### src/rtl/kc_pkg.sv
package kc_pkg;

    localparam int WORD_W      = 32;
    localparam int BLOCK_WORDS = 16;
    localparam int BLOCK_BYTES = BLOCK_WORDS * (WORD_W / 8);
    localparam int PTR_W       = $clog2(BLOCK_BYTES);
    localparam int WIDX_W      = $clog2(BLOCK_WORDS);
    localparam int IDX_W       = 6;
    localparam int LEN_BYTES   = 2;

    typedef enum logic [7:0] {
        OP_KEY   = 8'h01,
        OP_NONCE = 8'h02,
        OP_CTR   = 8'h03,
        OP_GEN   = 8'h04,
        OP_XOR   = 8'h05
    } opcode_e;

    typedef enum logic [2:0] {
        ST_IDLE,
        ST_PAYLOAD,
        ST_START,
        ST_WAIT,
        ST_RUN
    } state_e;

    typedef enum logic [2:0] {
        TGT_KEY,
        TGT_NONCE,
        TGT_CTR,
        TGT_BLOCKS,
        TGT_LEN
    } target_e;

    typedef struct packed {
        logic             en;
        target_e          tgt;
        logic [IDX_W-1:0] idx;
        logic [7:0]       data;
    } wr_t;

    function automatic logic is_known_op(input logic [7:0] b);
        return (b >= OP_KEY) && (b <= OP_XOR);
    endfunction

    function automatic target_e op_target(input logic [7:0] b);
        case (b)
            OP_KEY:   return TGT_KEY;
            OP_NONCE: return TGT_NONCE;
            OP_CTR:   return TGT_CTR;
            OP_GEN:   return TGT_BLOCKS;
            default:  return TGT_LEN;
        endcase
    endfunction

    function automatic logic [7:0] lane_of(input logic [WORD_W-1:0] w, input logic [1:0] lane);
        logic [WORD_W-1:0] sh;
        sh = w >> {lane, 3'b000};
        return sh[7:0];
    endfunction

endpackage

### src/rtl/kc_store.sv
module kc_store
    import kc_pkg::*;
#(
    parameter int KEY_BYTES   = 32,
    parameter int NONCE_BYTES = 12,
    parameter int CTR_BYTES   = 4
) (
    input  logic                     clk,
    input  logic                     rst,
    input  wr_t                      wr,
    input  logic                     ctr_inc,
    output logic [8*KEY_BYTES-1:0]   key_o,
    output logic [8*NONCE_BYTES-1:0] nonce_o,
    output logic [8*CTR_BYTES-1:0]   ctr_o
);

    for (genvar g = 0; g < KEY_BYTES; g++) begin : g_key
        logic [7:0] kb_q;
        always_ff @(posedge clk) begin
            if (rst) begin
                kb_q <= '0;
            end else if (wr.en && wr.tgt == TGT_KEY && wr.idx == IDX_W'(g)) begin
                kb_q <= wr.data;
            end
        end
        assign key_o[8*g +: 8] = kb_q;
    end

    for (genvar g = 0; g < NONCE_BYTES; g++) begin : g_nonce
        logic [7:0] nb_q;
        always_ff @(posedge clk) begin
            if (rst) begin
                nb_q <= '0;
            end else if (wr.en && wr.tgt == TGT_NONCE && wr.idx == IDX_W'(g)) begin
                nb_q <= wr.data;
            end
        end
        assign nonce_o[8*g +: 8] = nb_q;
    end

    logic [8*CTR_BYTES-1:0] ctr_q;

    always_ff @(posedge clk) begin
        if (rst) begin
            ctr_q <= '0;
        end else if (wr.en && wr.tgt == TGT_CTR) begin
            for (int i = 0; i < CTR_BYTES; i++) begin
                if (wr.idx == IDX_W'(i)) ctr_q[8*i +: 8] <= wr.data;
            end
        end else if (ctr_inc) begin
            ctr_q <= ctr_q + 1'b1;
        end
    end

    assign ctr_o = ctr_q;

    // one consumed block moves the counter by exactly one
    p_ctr_step_r6: assert property (@(posedge clk) disable iff (rst)
        (ctr_inc && !wr.en) |=> (ctr_o == $past(ctr_o) + 1'b1));

endmodule

### src/rtl/kc_hold.sv
module kc_hold (
    input  logic       clk,
    input  logic       rst,
    input  logic       capture_en,
    input  logic       in_valid,
    input  logic [7:0] in_byte,
    input  logic       take,
    output logic       full_o,
    output logic [7:0] data_o
);

    always_ff @(posedge clk) begin
        if (rst) begin
            full_o <= 1'b0;
            data_o <= '0;
        end else if (capture_en && in_valid) begin
            full_o <= 1'b1;
            data_o <= in_byte;
        end else if (take) begin
            full_o <= 1'b0;
        end
    end

    // a byte is only consumed when one is actually held
    p_take_full_r7: assert property (@(posedge clk) disable iff (rst)
        take |-> full_o);

endmodule

### src/rtl/kc_seq.sv
module kc_seq
    import kc_pkg::*;
#(
    parameter int KEY_BYTES   = 32,
    parameter int NONCE_BYTES = 12,
    parameter int CTR_BYTES   = 4,
    parameter int COUNT_W     = 8
) (
    input  logic              clk,
    input  logic              rst,
    input  logic              in_valid,
    input  logic [7:0]        in_byte,
    input  logic              out_busy,
    output logic              out_send,
    output logic [7:0]        out_byte,
    output logic              core_start,
    input  logic              core_done,
    output logic [WIDX_W-1:0] core_word_idx,
    input  logic [WORD_W-1:0] core_word,
    input  logic              hold_full,
    input  logic [7:0]        hold_data,
    output logic              capture_en,
    output logic              take,
    output wr_t               wr,
    output logic              ctr_inc,
    output logic              busy,
    output logic              err
);

    localparam int LEN_W = 8 * LEN_BYTES;

    state_e             state_q;
    target_e            tgt_q;
    logic [IDX_W-1:0]   cnt_q;
    logic [IDX_W-1:0]   need;
    logic [COUNT_W-1:0] blocks_q;
    logic [LEN_W-1:0]   remain_q;
    logic [7:0]         len_lo_q;
    logic               xor_q;
    logic [PTR_W-1:0]   ptr_q;
    logic               err_q;

    logic       fire;
    logic       last_byte;
    logic       last_payload;
    logic [7:0] ks_byte;

    always_comb begin
        case (tgt_q)
            TGT_KEY:    need = IDX_W'(KEY_BYTES);
            TGT_NONCE:  need = IDX_W'(NONCE_BYTES);
            TGT_CTR:    need = IDX_W'(CTR_BYTES);
            TGT_BLOCKS: need = IDX_W'(1);
            default:    need = IDX_W'(LEN_BYTES);
        endcase
    end

    assign last_payload  = (cnt_q == need - 1'b1);
    assign core_word_idx = ptr_q[PTR_W-1:2];
    assign ks_byte       = lane_of(core_word, ptr_q[1:0]);
    assign last_byte     = (ptr_q == PTR_W'(BLOCK_BYTES - 1));
    assign fire          = (state_q == ST_RUN) && !out_busy && (!xor_q || hold_full);
    assign out_send      = fire;
    assign out_byte      = xor_q ? (ks_byte ^ hold_data) : ks_byte;
    assign take          = fire && xor_q;
    assign ctr_inc       = fire && last_byte;
    assign core_start    = (state_q == ST_START);
    assign capture_en    = xor_q && (state_q == ST_START || state_q == ST_WAIT || state_q == ST_RUN);
    assign busy          = (state_q != ST_IDLE);
    assign err           = err_q;

    always_comb begin
        wr.en   = (state_q == ST_PAYLOAD) && in_valid;
        wr.tgt  = tgt_q;
        wr.idx  = cnt_q;
        wr.data = in_byte;
    end

    always_ff @(posedge clk) begin
        if (rst) begin
            state_q  <= ST_IDLE;
            tgt_q    <= TGT_KEY;
            cnt_q    <= '0;
            blocks_q <= '0;
            remain_q <= '0;
            len_lo_q <= '0;
            xor_q    <= 1'b0;
            ptr_q    <= '0;
            err_q    <= 1'b0;
        end else begin
            case (state_q)
                ST_IDLE: begin
                    if (in_valid) begin
                        if (is_known_op(in_byte)) begin
                            tgt_q   <= op_target(in_byte);
                            cnt_q   <= '0;
                            xor_q   <= (in_byte == OP_XOR);
                            state_q <= ST_PAYLOAD;
                        end else begin
                            err_q <= 1'b1;
                        end
                    end
                end
                ST_PAYLOAD: begin
                    if (in_valid) begin
                        cnt_q <= cnt_q + 1'b1;
                        if (tgt_q == TGT_LEN && cnt_q == '0) len_lo_q <= in_byte;
                        if (last_payload) begin
                            ptr_q <= '0;
                            case (tgt_q)
                                TGT_BLOCKS: begin
                                    blocks_q <= COUNT_W'(in_byte);
                                    state_q  <= (in_byte == 8'd0) ? ST_IDLE : ST_START;
                                end
                                TGT_LEN: begin
                                    remain_q <= {in_byte, len_lo_q};
                                    state_q  <= ({in_byte, len_lo_q} == '0) ? ST_IDLE : ST_START;
                                end
                                default: state_q <= ST_IDLE;
                            endcase
                        end
                    end
                end
                ST_START: state_q <= ST_WAIT;
                ST_WAIT: begin
                    if (core_done) state_q <= ST_RUN;
                end
                ST_RUN: begin
                    if (fire) begin
                        ptr_q <= ptr_q + 1'b1;
                        if (xor_q) begin
                            remain_q <= remain_q - 1'b1;
                            if (remain_q == LEN_W'(1)) state_q <= ST_IDLE;
                            else if (last_byte)        state_q <= ST_START;
                        end else if (last_byte) begin
                            blocks_q <= blocks_q - 1'b1;
                            state_q  <= (blocks_q == COUNT_W'(1)) ? ST_IDLE : ST_START;
                        end
                    end
                end
                default: state_q <= ST_IDLE;
            endcase
        end
    end

    // the error flag never falls without reset
    p_err_sticky_r9: assert property (@(posedge clk) disable iff (rst)
        err |=> err);

    // an unknown opcode leaves the controller idle with the flag raised
    p_bad_op_idle_r9: assert property (@(posedge clk) disable iff (rst)
        (!busy && in_valid && !is_known_op(in_byte)) |=> (!busy && err));

    // an accepted opcode raises busy in the next cycle
    p_busy_after_op_r8: assert property (@(posedge clk) disable iff (rst)
        (!busy && in_valid && is_known_op(in_byte)) |=> busy);

    // the core start request lasts one cycle
    p_start_pulse_r13: assert property (@(posedge clk) disable iff (rst)
        core_start |=> !core_start);

    // each delivered byte advances the position by one
    p_ptr_step_r4: assert property (@(posedge clk) disable iff (rst)
        out_send |=> (ptr_q == PTR_W'($past(ptr_q) + 1'b1)));

    // a zero block count ends the command at once
    p_zero_count_r10: assert property (@(posedge clk) disable iff (rst)
        (state_q == ST_PAYLOAD && tgt_q == TGT_BLOCKS && in_valid && in_byte == 8'd0) |=> !busy);

endmodule

### src/rtl/kc_ctrl.sv
module kc_ctrl
    import kc_pkg::*;
#(
    parameter int KEY_BYTES   = 32,
    parameter int NONCE_BYTES = 12,
    parameter int CTR_BYTES   = 4,
    parameter int COUNT_W     = 8
) (
    input  logic                     clk,
    input  logic                     rst,
    input  logic                     in_valid,
    input  logic [7:0]               in_byte,
    input  logic                     out_busy,
    output logic                     out_send,
    output logic [7:0]               out_byte,
    output logic                     core_start,
    input  logic                     core_done,
    output logic [WIDX_W-1:0]        core_word_idx,
    input  logic [WORD_W-1:0]        core_word,
    output logic [8*KEY_BYTES-1:0]   core_key,
    output logic [8*NONCE_BYTES-1:0] core_nonce,
    output logic [8*CTR_BYTES-1:0]   core_ctr,
    output logic                     busy,
    output logic                     err
);

    wr_t        wr;
    logic       ctr_inc;
    logic       hold_full;
    logic [7:0] hold_data;
    logic       capture_en;
    logic       take;

    kc_seq #(
        .KEY_BYTES  (KEY_BYTES),
        .NONCE_BYTES(NONCE_BYTES),
        .CTR_BYTES  (CTR_BYTES),
        .COUNT_W    (COUNT_W)
    ) u_seq (
        .clk          (clk),
        .rst          (rst),
        .in_valid     (in_valid),
        .in_byte      (in_byte),
        .out_busy     (out_busy),
        .out_send     (out_send),
        .out_byte     (out_byte),
        .core_start   (core_start),
        .core_done    (core_done),
        .core_word_idx(core_word_idx),
        .core_word    (core_word),
        .hold_full    (hold_full),
        .hold_data    (hold_data),
        .capture_en   (capture_en),
        .take         (take),
        .wr           (wr),
        .ctr_inc      (ctr_inc),
        .busy         (busy),
        .err          (err)
    );

    kc_store #(
        .KEY_BYTES  (KEY_BYTES),
        .NONCE_BYTES(NONCE_BYTES),
        .CTR_BYTES  (CTR_BYTES)
    ) u_store (
        .clk    (clk),
        .rst    (rst),
        .wr     (wr),
        .ctr_inc(ctr_inc),
        .key_o  (core_key),
        .nonce_o(core_nonce),
        .ctr_o  (core_ctr)
    );

    kc_hold u_hold (
        .clk       (clk),
        .rst       (rst),
        .capture_en(capture_en),
        .in_valid  (in_valid),
        .in_byte   (in_byte),
        .take      (take),
        .full_o    (hold_full),
        .data_o    (hold_data)
    );

    // no byte is handed over while the link is busy
    p_no_send_busy_r11: assert property (@(posedge clk) disable iff (rst)
        out_busy |-> !out_send);

endmodule

### config.mk
export PLATFORM = sky130hd
export DESIGN_NAME = kc_ctrl
export DESIGN_NICKNAME = d
export VERILOG_FILES = /design/src/rtl/kc_pkg.sv /design/src/rtl/kc_store.sv /design/src/rtl/kc_hold.sv /design/src/rtl/kc_seq.sv /design/src/rtl/kc_ctrl.sv
export SDC_FILE = /design/constraint.sdc
export NUM_CORES = 1
export LEC_CHECK = 0
export BUFFER_PORTS_ARGS = -buffer_cell sky130_fd_sc_hd__buf_2
export CORE_MARGIN = 2
export CORE_UTILIZATION = 40
export CTS_CLUSTER_DIAMETER = 150
export CTS_CLUSTER_SIZE = 28
export DETAILED_ROUTE_END_ITERATION = 8
export SLEW_MARGIN = 10
export SYNTH_ARGS = -nofsm -noshare
export SYNTH_HDL_FRONTEND = slang
export SYNTH_SLANG_ARGS = --single-unit
### constraint.sdc
create_clock -name clk -period 3.35 [get_ports clk]
set_input_delay 0.5025 -clock clk [delete_from_list [all_inputs] [get_ports clk]]
set_output_delay 0.5025 -clock clk [all_outputs]
set_load 0.05 [all_outputs]
==> results of run 1 <==
[power breakdown]
part	switching [W]	leakage (nW)	internal, W	total (W)
Clock	0.00169	0.238	0.00103	0.00272
Sequential	0.00000321	3.58	0.00529	0.00529
Combinational	0.000285	5.56	0.0000731	0.000358
[layout by cell type (no fill, tap or decap), types with 4 or more instances in the layout]
cell and n:
a22o_1 7, or3_1 5, buf_2 443, clkbuf_16 19, nor3_1 43, o21ai_1 4
nor2_1 422, nand4b_1 4, dfxtp_1 445, a211oi_1 11, and3_1 13, o22ai_1 8
o21a_1 4, nand2_1 127, o31ai_1 9, a21oi_1 133, buf_4 56, and4_1 5
nor4_1 9, a31oi_1 14, mux4_2 8, ha_1 10, nand3_1 63, nand4_1 8
and2_1 8, nor3b_1 5, inv_1 17, a21o_1 5, mux2i_1 317, o211ai_1 10
nor2b_1 6, xnor2_1 8, o21ai_0 94, a22oi_1 9, nor2_2 8
[worst paths after layout]
kind	from	slack [ns]	end
worst max-delay path	u_seq.tgt_q[2]	0.49	u_seq.remain_q[12]
worst min-delay path	in_valid	0.34	u_seq.err
worst max register to register	u_seq.tgt_q[2]	0.49	u_seq.remain_q[12]
worst min register to register	u_store.g_key[30].kb_q[2]	0.46	u_store.g_key[30].kb_q[2]
[metrics by stage]
stage	power (W)	util (%)	std cells
after floorplan	0.00563	-	2052
after global routing	0.00864	48.0	3021
after detailed placement	0.00577	46.9	3001
after global placement	0.00577	46.9	3001
final	0.00837	48.0	3021
after CTS	0.00845	47.9	3021
[cells by family (layout without fill, tap and decap cells)]
| kind of cell | after synthesis | count (layout) | synth area share (%) |
|---|---|---|---|
| flops | 445 | 445 | 48.4 |
| buf+inv | 171 | 540 | 3.63 |
| compound gates | 339 | 339 | 10.8 |
| xor+xnor | 11 | 11 | 0.523 |
| fa+ha+maj | 10 | 10 | 0.679 |
| simple gates | 751 | 751 | 17.8 |
| mux | 325 | 325 | 18.2 |
[final cells by class]
class,count,area (sq um),area share [%]
flip-flops and latches,445,8910,40.9
multi-input cells,1436,8870,40.7
repair buffers,502,2690,12.4
inverters,18,67.6,0.310
well taps,600,751,3.45
clock buffers,19,475,2.18
clock inverters,1,5.00,0.0230
[routing by layer]
metal  share of wire (%)  GRT usage, %  vias up  wire length [um]
met5                   0             0        -                 0
met4                 2.1          5.67        0              1320
met3                 7.1          5.54       69              4580
met2                  49          44.1      573             31300
met1                  42          33.6     7974             27100
li1                    -             -     7814                 -
[repair_timing]
action | 4_1_cts | 5_1_grt
hold buffers | 0 | 0
resized for setup | 0 | 1
setup endpoints to repair | 0 | 1
buffers inserted | 0 | 0
[state kept, by name, indices dropped and copies added, names as in the netlist]
register              flops
u_seq.ptr_q               6
u_seq.state_q             3
u_seq.xor_q               1
u_seq.cnt_q               6
u_seq.remain_q           16
u_seq.tgt_q               3
u_seq.blocks_q            8
u_seq.len_lo_q            8
u_store.g_key.kb_q      256
u_hold.full_o             1
u_seq.err                 1
u_hold.data_o             8
u_store.ctr_o            32
u_store.g_nonce.nb_q     96
[critical path, cell delays in order, from the launching register on]
cell and delay, ns:
dfxtp_1 0.70, nor3_1 0.12, or3b_2 0.51, o41ai_2 0.37
buf_4 0.26, nand2_1 0.31, or2_2 0.40, a21oi_1 0.12
==> metrics.txt, run 1 <==
initial antenna violation count 0; top cell type's share of synthesized area 48.4%; core area 0.0454 sq mm; area grow syn2layout 18.1%; Slew HR 37.9%; nature of the critical path endpoint flop; TritonCTS clock tree yes; number of port buffers between 400 and 500; reg2reg path depth 7; Final Skew between 0.015 and 0.02 ns; Netlist cell types 72; DP Wirelength 43.9 mm; All-Layer GR Usage 25.9%; unrepaired setup endpoints after global routing false; Via Count between 15000 and 20000; Die H between 200 and 250 um; CP max FO 16; first-pass GRT wire length ~96 mm; Antenna diodes 0; DR pass1 iterations 6; fraction of layout cells with a size suffix above 1 between 20% and 30%; fmax approximately 350 MHz; synthesized net count 2107; YS warnings 0; GRT overflow 0; VDD IR-drop max around 0.00036 V; CP arrival between 3 and 4 ns; Placed Area between 0.02 and 0.025 sq mm; Hold/Removal Path Class input port to flop; wire per inst around 21 um; Crit path required time 3.83 ns; Yosys top cell by area dfxtp_1; maximum number of pins on one net before global-route repair roughly 190; Synth Register Bits ~450; synth cell count leaders 445 x dfxtp_1, 422 x nor2_1, 317 x mux2i_1; setup TNS 0 ns; Max-Cap Viols 0; Worst Tran Pin Value around 0.93 ns; Synth async-reset ratio 0%; pre-CTS WS ~0.42 ns; Die Width approximately 220 um; Worst Hold Depth 3; Pleak 9.38 nW; Worst Path Class, Setup flop to flop; final net count around 2500; Mean Syn Cell Area ~9 sq um; Slew Limit Fails 0; post-synthesis cell count between 2000 and 2500; clk slew on worst S/H paths approximately 0.12 ns; clock tree buffer depth 3; CTS Sinks 445; Mapped Area ~0.018 sq mm; number of synthesized flops with an enable pin 0; startpoint types flop; WHS ~0.34 ns; status finished, final reports clean; post-route ant nets 0; Total Wirelength roughly 64 mm; Remaining DRCs 0; ys flop type dfxtp_1; minimum clock period between 2 and 3 ns; Vias/cell 5.44; # fillers 4408; Placer Congestion 0.876; Seq/Total Area, Yosys about half; ratio of final minimum period to clock period a little under nine tenths; Inserted Clock Buffers 19; P per Cell Area 385 mW/mm^2; site row count approximately 80; vias in the first global route approximately 15000; starting density of the core about 41%; DRT iter0 DRCs 1262; Setup-failing EPs final 0; post-route cell area roughly 0.022 sq mm; Hold Vio Cnt, Final 0; Root Driver clkbuf_16; die area 0.0478 sq mm; setup slack after layout approximately 0.5 ns; worst-skew pair later-pin latency about 0.55 ns; htree depth 1; main area contributors after synthesis dfxtp_1 48%, mux2i_1 17%, nor2_1 8.6%, a21oi_1 3.6%, clkbuf_1 2.9%; Top Ports between 400 and 500; count leader, synth dfxtp_1
No activity file was read; power rests on OpenSTA's default activity.
==> inputs of run 2 (changes only) <==
Settings changed: ABC_AREA set to 1, SETUP_SLACK_MARGIN set to 0.5.
==> run 2 against run 1 <==
First-iteration DRC count up 4.2%. Die area up 0.40%. Critical endpoint is now out_send. Via count up 7.6%. Critical path depth down 2. Register-to-register slack better by 0.35 ns. Clock power about the same. Sequential cell count unchanged. Total power up 24%.
==> metrics.txt, run 2 <==
status finished, final reports clean; DP Wirelength 44.3 mm (+1.0%); Flop pwr share 53.4% (-9.8 points); synth cell count leaders 445 x dfxtp_1, 351 x nor2_1, 343 x inv_1; RR Endpoint u_store.g_key[16].kb_q[4]; register area 0.00891 sq mm (about the same); core area 0.0455 sq mm (+0.22%); number of synthesized flops with an enable pin 0 (unchanged); Switching Fraction 31.7% (+8.1 points); wire per inst 18.3 um (-14%); Crit path required time 2.85 ns (-0.98 ns); vias in the first global route 16100 (+4.7%); CP max stage cell dfxtp_1; worst setup path start u_seq.state_q[0]; starting density of the core 40.7% (+0.078 points); most frequent cells in the layout 444 x dfxtp_1, 441 x buf_2, 351 x nor2_1; nature of the critical path endpoint output port; Sw Pwr 0.00328 W (+66%); CP arrival 2.18 ns (-1.15 ns); Die Width 219 um (+0.20%); R2R setup slack 0.84 ns (+0.35 ns); DRT iter0 DRCs 1315 (+4.2%); synthesized net count 2544 (+21%); Final Skew 0.0389 ns (+0.0202 ns); # fillers 4561 (+3.5%); YS warnings 0 (unchanged); area of the multi-input gates 0.00764 sq mm (-14%); worst path cell trace nor3_2 -> buf_4 -> inv_1 -> nor2_1 -> clkbuf_4; Pleak 9.48 nW (+1.1%); Worst Path Class, Setup flop to output port; CTS Hold Bufs 0 (unchanged); Critical Path End out_send; Netlist cell types 35 (-51%); DR pass1 iterations 6 (unchanged); post-route insts no fill 3446 (+14%); GRT overflow 0 (unchanged); Total Wirelength 63.0 mm (-2.1%); number of port buffers 444 (unchanged); Hold/Removal Path Class input port to flop; CP max FO 26 (+10); site row count 78 (unchanged); most common cell after layout, fill and taps aside dfxtp_1; htree depth 1 (unchanged); reg2reg path depth 9 (+2); Via Count 17700 (+7.6%); crit-path max cell delay 0.38 ns (-0.32 ns); Gate power share 20.2% (+16 points); CTS Sinks 445 (unchanged); ys flop type dfxtp_1; Reg-to-Reg Start u_seq.state_q[1]; Synth Area in Compound Gates 22.8% (+12 points); Remaining DRCs 0 (unchanged); main area contributors after synthesis dfxtp_1 48%, o21ai_0 8.5%, a21oi_1 7.8%, nor2_1 7.1%, inv_1 7.0%; Hold Vio Cnt, Final 0 (unchanged); Synth async-reset ratio 0% (unchanged); Placed Cells 3421 (+14%); worst-skew pair later-pin latency 0.57 ns (+0.02 ns); clock tree buffer depth 3 (unchanged); startpoint types flop; first-pass GRT wire length 94.7 mm (-1.7%); Max-Cap Viols 0 (unchanged); maximum number of pins on one net before global-route repair 101 (-47%); cell internal pwr 0.00706 W (+10%); Post-Synth Simple-Gate Area 15.9% (-1.9 points); area share of fa/ha/maj cells after synthesis 0.676% (-0.0028 points); main combinational cell family by area after synthesis compound AO/OA/AOI/OAI gates; All-Layer GR Usage 25.0% (-0.89 points); setup TNS 0 ns (unchanged); Inserted Clock Buffers 19 (unchanged); Root Driver clkbuf_16; Clk pwr share 26.4% (-6.1 points); stages on the worst setup path 5 (-2); Synth Area in XOR/XNOR 1.89% (+1.4 points); Vias/cell 5.13 (-5.7%); Setup-failing EPs final 0 (unchanged); Yosys top cell by area dfxtp_1; P per Cell Area 476 mW/mm^2 (+24%); fraction of layout cells with a size suffix above 1 19.0% (-3.7 points); Mean Syn Cell Area 7.43 sq um (-17%); minimum clock period 2.69 ns (-0.169 ns); CP top delay family buffers and inverters; die area 0.0480 sq mm (+0.40%); unrepaired setup endpoints after global routing false; Top reg by flops u_store.g_key.kb_q; Synth Register Bits 445 (unchanged); initial antenna violation count 0 (unchanged); Worst Tran Pin Value 0.926 ns (-0.00628 ns); TritonCTS clock tree yes; Seq/Total Area, Yosys 48.2% (-0.20 points); final net count 2900 (+17%); Slew Limit Fails 0 (unchanged); VDD IR-drop max 0.000367 V (+1.1%); Die H 219 um (+0.20%); ratio of final minimum period to clock period 80.2% (-5.0 points); clk slew on worst S/H paths 0.12 ns (about the same); post-route ant nets 0 (unchanged); max reg flops 256 (unchanged); post-synthesis mux area share 0% (-18 points); Slew HR 37.9% (+0.083 points); count leader, synth dfxtp_1; top cell type's share of synthesized area 48.2% (-0.20 points); area grow syn2layout 17.6%; post-synthesis cell count 2489 (+21%); Placer Congestion 0.903 (+3.1%); Top Ports 445 (unchanged); Worst Path Buf+Inv 3 (+2); fmax 372 MHz (+6.3%); Mapped Area 0.0185 sq mm (+0.41%)
==> run 2: changes by cell type after synthesis, sizes merged, moves of 14 or more <==
cell,delta
nor3,-14
o21ai,+216
mux2i,-317
nand2,+143
nor2,-77
inv,+327
a211oi,+126
buf,+22
xor2,+31
a21oi,+154
==> run 2: metal layers <==
layer | GRT usage, % | part of all wire [%]
met1 | 33.7 | 45
met5 | 0 | 0
met4 | 5.02 | 1.8
met3 | 5.17 | 7.5
met2 | 41.5 | 46
==> run 2: tightest hold or removal path: stages <==
cell and delay, ns:
buf_2 0.09, o21ai_0 0.08, a21oi_1 0.13
==> run 2: worst min-delay path by stage <==
stage / start / to / slack [ns] / cells after the start
finish: out_busy / u_hold.full_o / 0.25 / 3
detailed placement: u_store.g_key[20].kb_q[7] / u_store.g_key[20].kb_q[7] / 0.43 / 2
global placement: u_store.g_key[20].kb_q[4] / u_store.g_key[20].kb_q[4] / 0.43 / 2
CTS: out_busy / u_hold.full_o / 0.24 / 3
floorplan: u_hold.full_o / u_hold.full_o / 0.45 / 2
global route: out_busy / u_hold.full_o / 0.28 / 3
==> run 2: repair_timing <==
| action | CTS | global route |
|---|---|---|
| gates resized for setup | 2 | 6 |
| setup endpoints to repair | 3 | 9 |
| buffers inserted | 2 | 0 |
| gates cloned | 1 | 0 |
==> run 2: per-stage QoR <==
| step | setup WS [ns] | cell area, sq um | hold slack, ns | total power (W) | util, % |
|---|---|---|---|---|---|
| 2_1_floorplan | 0.910 | 18500 | 0.454 | 0.00715 | - |
| 3_3_place_gp | 0.829 | 21200 | 0.428 | 0.00764 | 46.6 |
| 3_5_place_dp | 0.769 | 21200 | 0.433 | 0.00768 | 46.6 |
| 4_1_cts | 0.527 | 21700 | 0.241 | 0.0104 | 47.8 |
| 5_1_grt | 0.518 | 21700 | 0.281 | 0.0109 | 47.8 |
| 6_report | 0.663 | 21700 | 0.253 | 0.0103 | 47.8 |
==> run 2: cells by family (layout without fill, tap and decap cells) <==
group / after synthesis / in the layout
buffers and inverters: 508 / 864
and+or+nand+nor: 722 / 722
xor gates and xnor gates: 40 / 40
adders and majority gates: 10 / 10
other: 0 / 1
AOI/OAI and AO/OA: 764 / 764
DFF: 445 / 445
==> run 2: final cells by class <==
cell class	count	area share, %
Sequential cell	445	41.0
Multi-Input combinational cell	1536	35.1
Timing Repair Buffer	496	12.1
Inverter	346	6.01
Tap cell	600	3.45
Clock buffer	19	2.19
Clock inverter	2	0.0633
Timing Repair inverter	1	0.0345
Antenna cell	1	0.0115
==> run 2: power groups by stage <==
stage	clock network [W]	logic [W]	registers (W)
after CTS	0.00281	0.00206	0.00552
after floorplan	0	0.00146	0.00569
after detailed placement	0	0.00204	0.00564
final	0.00273	0.00209	0.00552
after global routing	0.00298	0.00234	0.00554
after global placement	0	0.00201	0.00563
==> inputs of run 3 (changes only) <==
Settings changed: ABC_AREA 1 to 0.
Clock period 3.35 ns to 2.35 ns, I/O delays scaled along.
==> run 3 against run 2 <==
The run now ends with setup timing left. Utilization is 9.6 points higher. Count of clock-buffer cells in the layout up 1. Non-clock buffer count rose by 172. Critical endpoint is now out_byte[6]. Clock skew is 0.018 ns lower. Sequential share of layout area is 6.5 points lower. Cell count decreased by 7.4%. Setup slack worse by 0.70 ns. Die area fell by 0.40%. Clock power grew 41%. First-iteration DRC count grew 14%. Sequential cell count stayed put. Largest cell class is now multi-input combinational cells.
==> metrics.txt, run 3 (synthesis gave the netlist of run 1 again) <==
Total Wirelength 68.8 mm (+9.1%); Die H 219 um (-0.20%); Hold/Removal Path Class input port to flop; clock tree buffer depth 3 (unchanged); All-Layer GR Usage 27.4% (+2.3 points); CTS Hold Bufs 0 (unchanged); Worst Hold Depth 2 (-1); minimum clock period roughly 2.4 ns; worst-skew pair later-pin latency 0.56 ns (about the same); WL met2 33.4 mm (+16%); wire per inst 21.6 um (+18%); startpoint types flop; Vias/cell 5.46 (+6.4%); starting density of the core 40.6% (-0.078 points); Inserted Clock Buffers 19 (unchanged); initial antenna violation count 1 (+1); cell internal pwr 0.00916 W (+30%); htree depth 1 (unchanged); RR Endpoint u_store.g_nonce[2].nb_q[4]; status finished, violations left; ratio of final minimum period to clock period 102%; Via Count 17400 (-1.5%); most frequent cells in the layout 430 x buf_2, 411 x dfxtp_1, 389 x nor2_1; CTS Sinks 445 (unchanged); unrepaired setup endpoints after global routing true; number of port buffers 444 (unchanged); clk slew on worst S/H paths 0.12 ns (about the same); Placer Congestion 0.884 (-2.1%); setup slack after layout -0.0406 ns (-0.704 ns); Worst Tran Pin Value 0.958 ns (+0.0319 ns); vias in the first global route 16700 (+3.8%); DRT iter0 DRCs 1494 (+14%); Hold Path Sink u_store.ctr_o[28]; failing checks setup timing; P per Cell Area 460 mW/mm^2 (-3.3%); GRT overflow 0 (unchanged); max reg flops 256 (unchanged); fraction of layout cells with a size suffix above 1 39.2% (+20 points); Top Ports 445 (unchanged); core area 0.0454 sq mm (-0.21%); Worst Path Class, Setup flop to output port; Flop pwr share 62.8% (+9.4 points); Max-Cap Viols 0 (unchanged); maximum number of pins on one net before global-route repair 131 (+30%); Remaining DRCs 0 (unchanged); Slew HR 36.1% (-1.8 points); R2R setup slack 0.10 ns (-0.74 ns); most common cell after layout, fill and taps aside buf_2; site row count 78 (unchanged); Slew Limit Fails 0 (unchanged); Crit path required time 2.00 ns (-0.85 ns); Hold Vio Cnt, Final 0 (unchanged); Clk pwr share 32.1% (+5.7 points); met3 wire length 5.17 mm (+9.6%); DP Wirelength 44.4 mm (+0.24%); area grow syn2layout 41.5%; Reg-to-Reg Start u_seq.state_q[2]; setup TNS -0.106 ns (-0.106 ns); die area 0.0478 sq mm (-0.40%); final core utilization 57.5% (+9.6 points); Final Skew 0.0212 ns (-0.0176 ns); final net count 2644 (-8.8%); post-route ant nets 0 (unchanged); Top reg by flops u_store.g_key.kb_q; Sw Pwr 0.00283 W (-14%); Hold Path Origin rst; Pleak 11.0 nW (+16%); met1 wire length 28.3 mm (-0.26%); TritonCTS clock tree yes; Switching Fraction 23.6% (-8.1 points); Gate power share 5.1% (-15 points); Placed Cells 3057 (-11%); Die Width 219 um (-0.20%); first-pass GRT wire length 101 mm (+7.2%); CP arrival 2.04 ns (-0.14 ns); Max Used Layer met4; Root Driver clkbuf_16; post-route insts no fill 3190 (-7.4%); Setup-failing EPs final 5 (+5); DR pass1 iterations 6 (unchanged); VDD IR-drop max 0.000664 V (+81%); CP max FO 5 (-81%); fmax 418 MHz; reg2reg path depth 11 (+2); nature of the critical path endpoint output port
run 3: cell types whose count changed in the layout (fill, tap and decap cells not counted), sizes merged, moves of 12 or more:
cell / change
a211oi: -126
xor2: -31
nor3: +14
inv: -329
nand3: +13
o21ai: -216
buf: +170
nand2: -143
mux2i: +317
nor2: +77
a21oi: -154
and3: +12
run 3: power by group through the flow:
stage	registers [W]	clock network [W]	logic [W]
finish	0.00753	0.00385	0.000615
global placement	0.00771	0	0.000548
floorplan	0.00771	0	0.000317
global route	0.00753	0.00423	0.000645
CTS	0.00753	0.00398	0.000588
detailed placement	0.00771	0	0.000552
run 3: worst max-delay path: stages, from the launching register on:
cell and delay [ns]:
dfxtp_4 0.41, buf_8 0.15, mux4_2 0.58, xnor2_4 0.16
buf_6 0.17
run 3: timing repair:
item | in CTS | in global routing
setup endpoints to repair | 449 | 450
gates cloned | 16 | 2
buffers inserted | 64 | 29
pin swaps | 122 | 142
resized for setup | 255 | 195
run 3: per-layer routing:
| layer | GRT usage (%) | vias to the layer above |
|---|---|---|
| li1 | - | 8187 |
| met1 | 34.9 | 8508 |
| met2 | 45.8 | 598 |
| met3 | 6.40 | 115 |
| met4 | 8.25 | 0 |
| met5 | 0 | - |
run 3: metrics by stage:
step / setup slack [ns] / area [sq um] / hold slack (ns) / power, W
after global routing: -0.110 / 26100 / 0.235 / 0.0124
after detailed placement: -0.254 / 22600 / 0.445 / 0.00826
final: -0.0406 / 26100 / 0.226 / 0.0120
after global placement: -0.244 / 22600 / 0.443 / 0.00825
after CTS: -0.0759 / 25000 / 0.213 / 0.0121
after floorplan: -0.188 / 19200 / 0.448 / 0.00803
run 3: layout make-up:
class                           instances  area (sq um)
Antenna cell                            1          2.50
Clock inverter                          1          5.00
Sequential cell                       445          8990
Clock buffer                           20           479
Timing Repair Buffer                  668          5110
Tap cell                              600           751
Fill cell                            4060         19300
Inverter                               18          71.3
Multi-Input combinational cell       1437         10700
run 3: how the worst max path moves through the flow:
stage,start,endpoint,slack (ns),cells after the start
3_5_place_dp,in_byte[3],u_seq.state_q[2],-0.25,7
6_report,u_seq.ptr_q[0],out_byte[6],-0.04,4
2_1_floorplan,in_byte[3],u_seq.state_q[0],-0.19,7
5_1_grt,u_seq.ptr_q[0],out_byte[6],-0.11,4
4_1_cts,u_seq.ptr_q[0],out_byte[6],-0.08,4
3_3_place_gp,in_byte[3],u_seq.state_q[2],-0.24,7
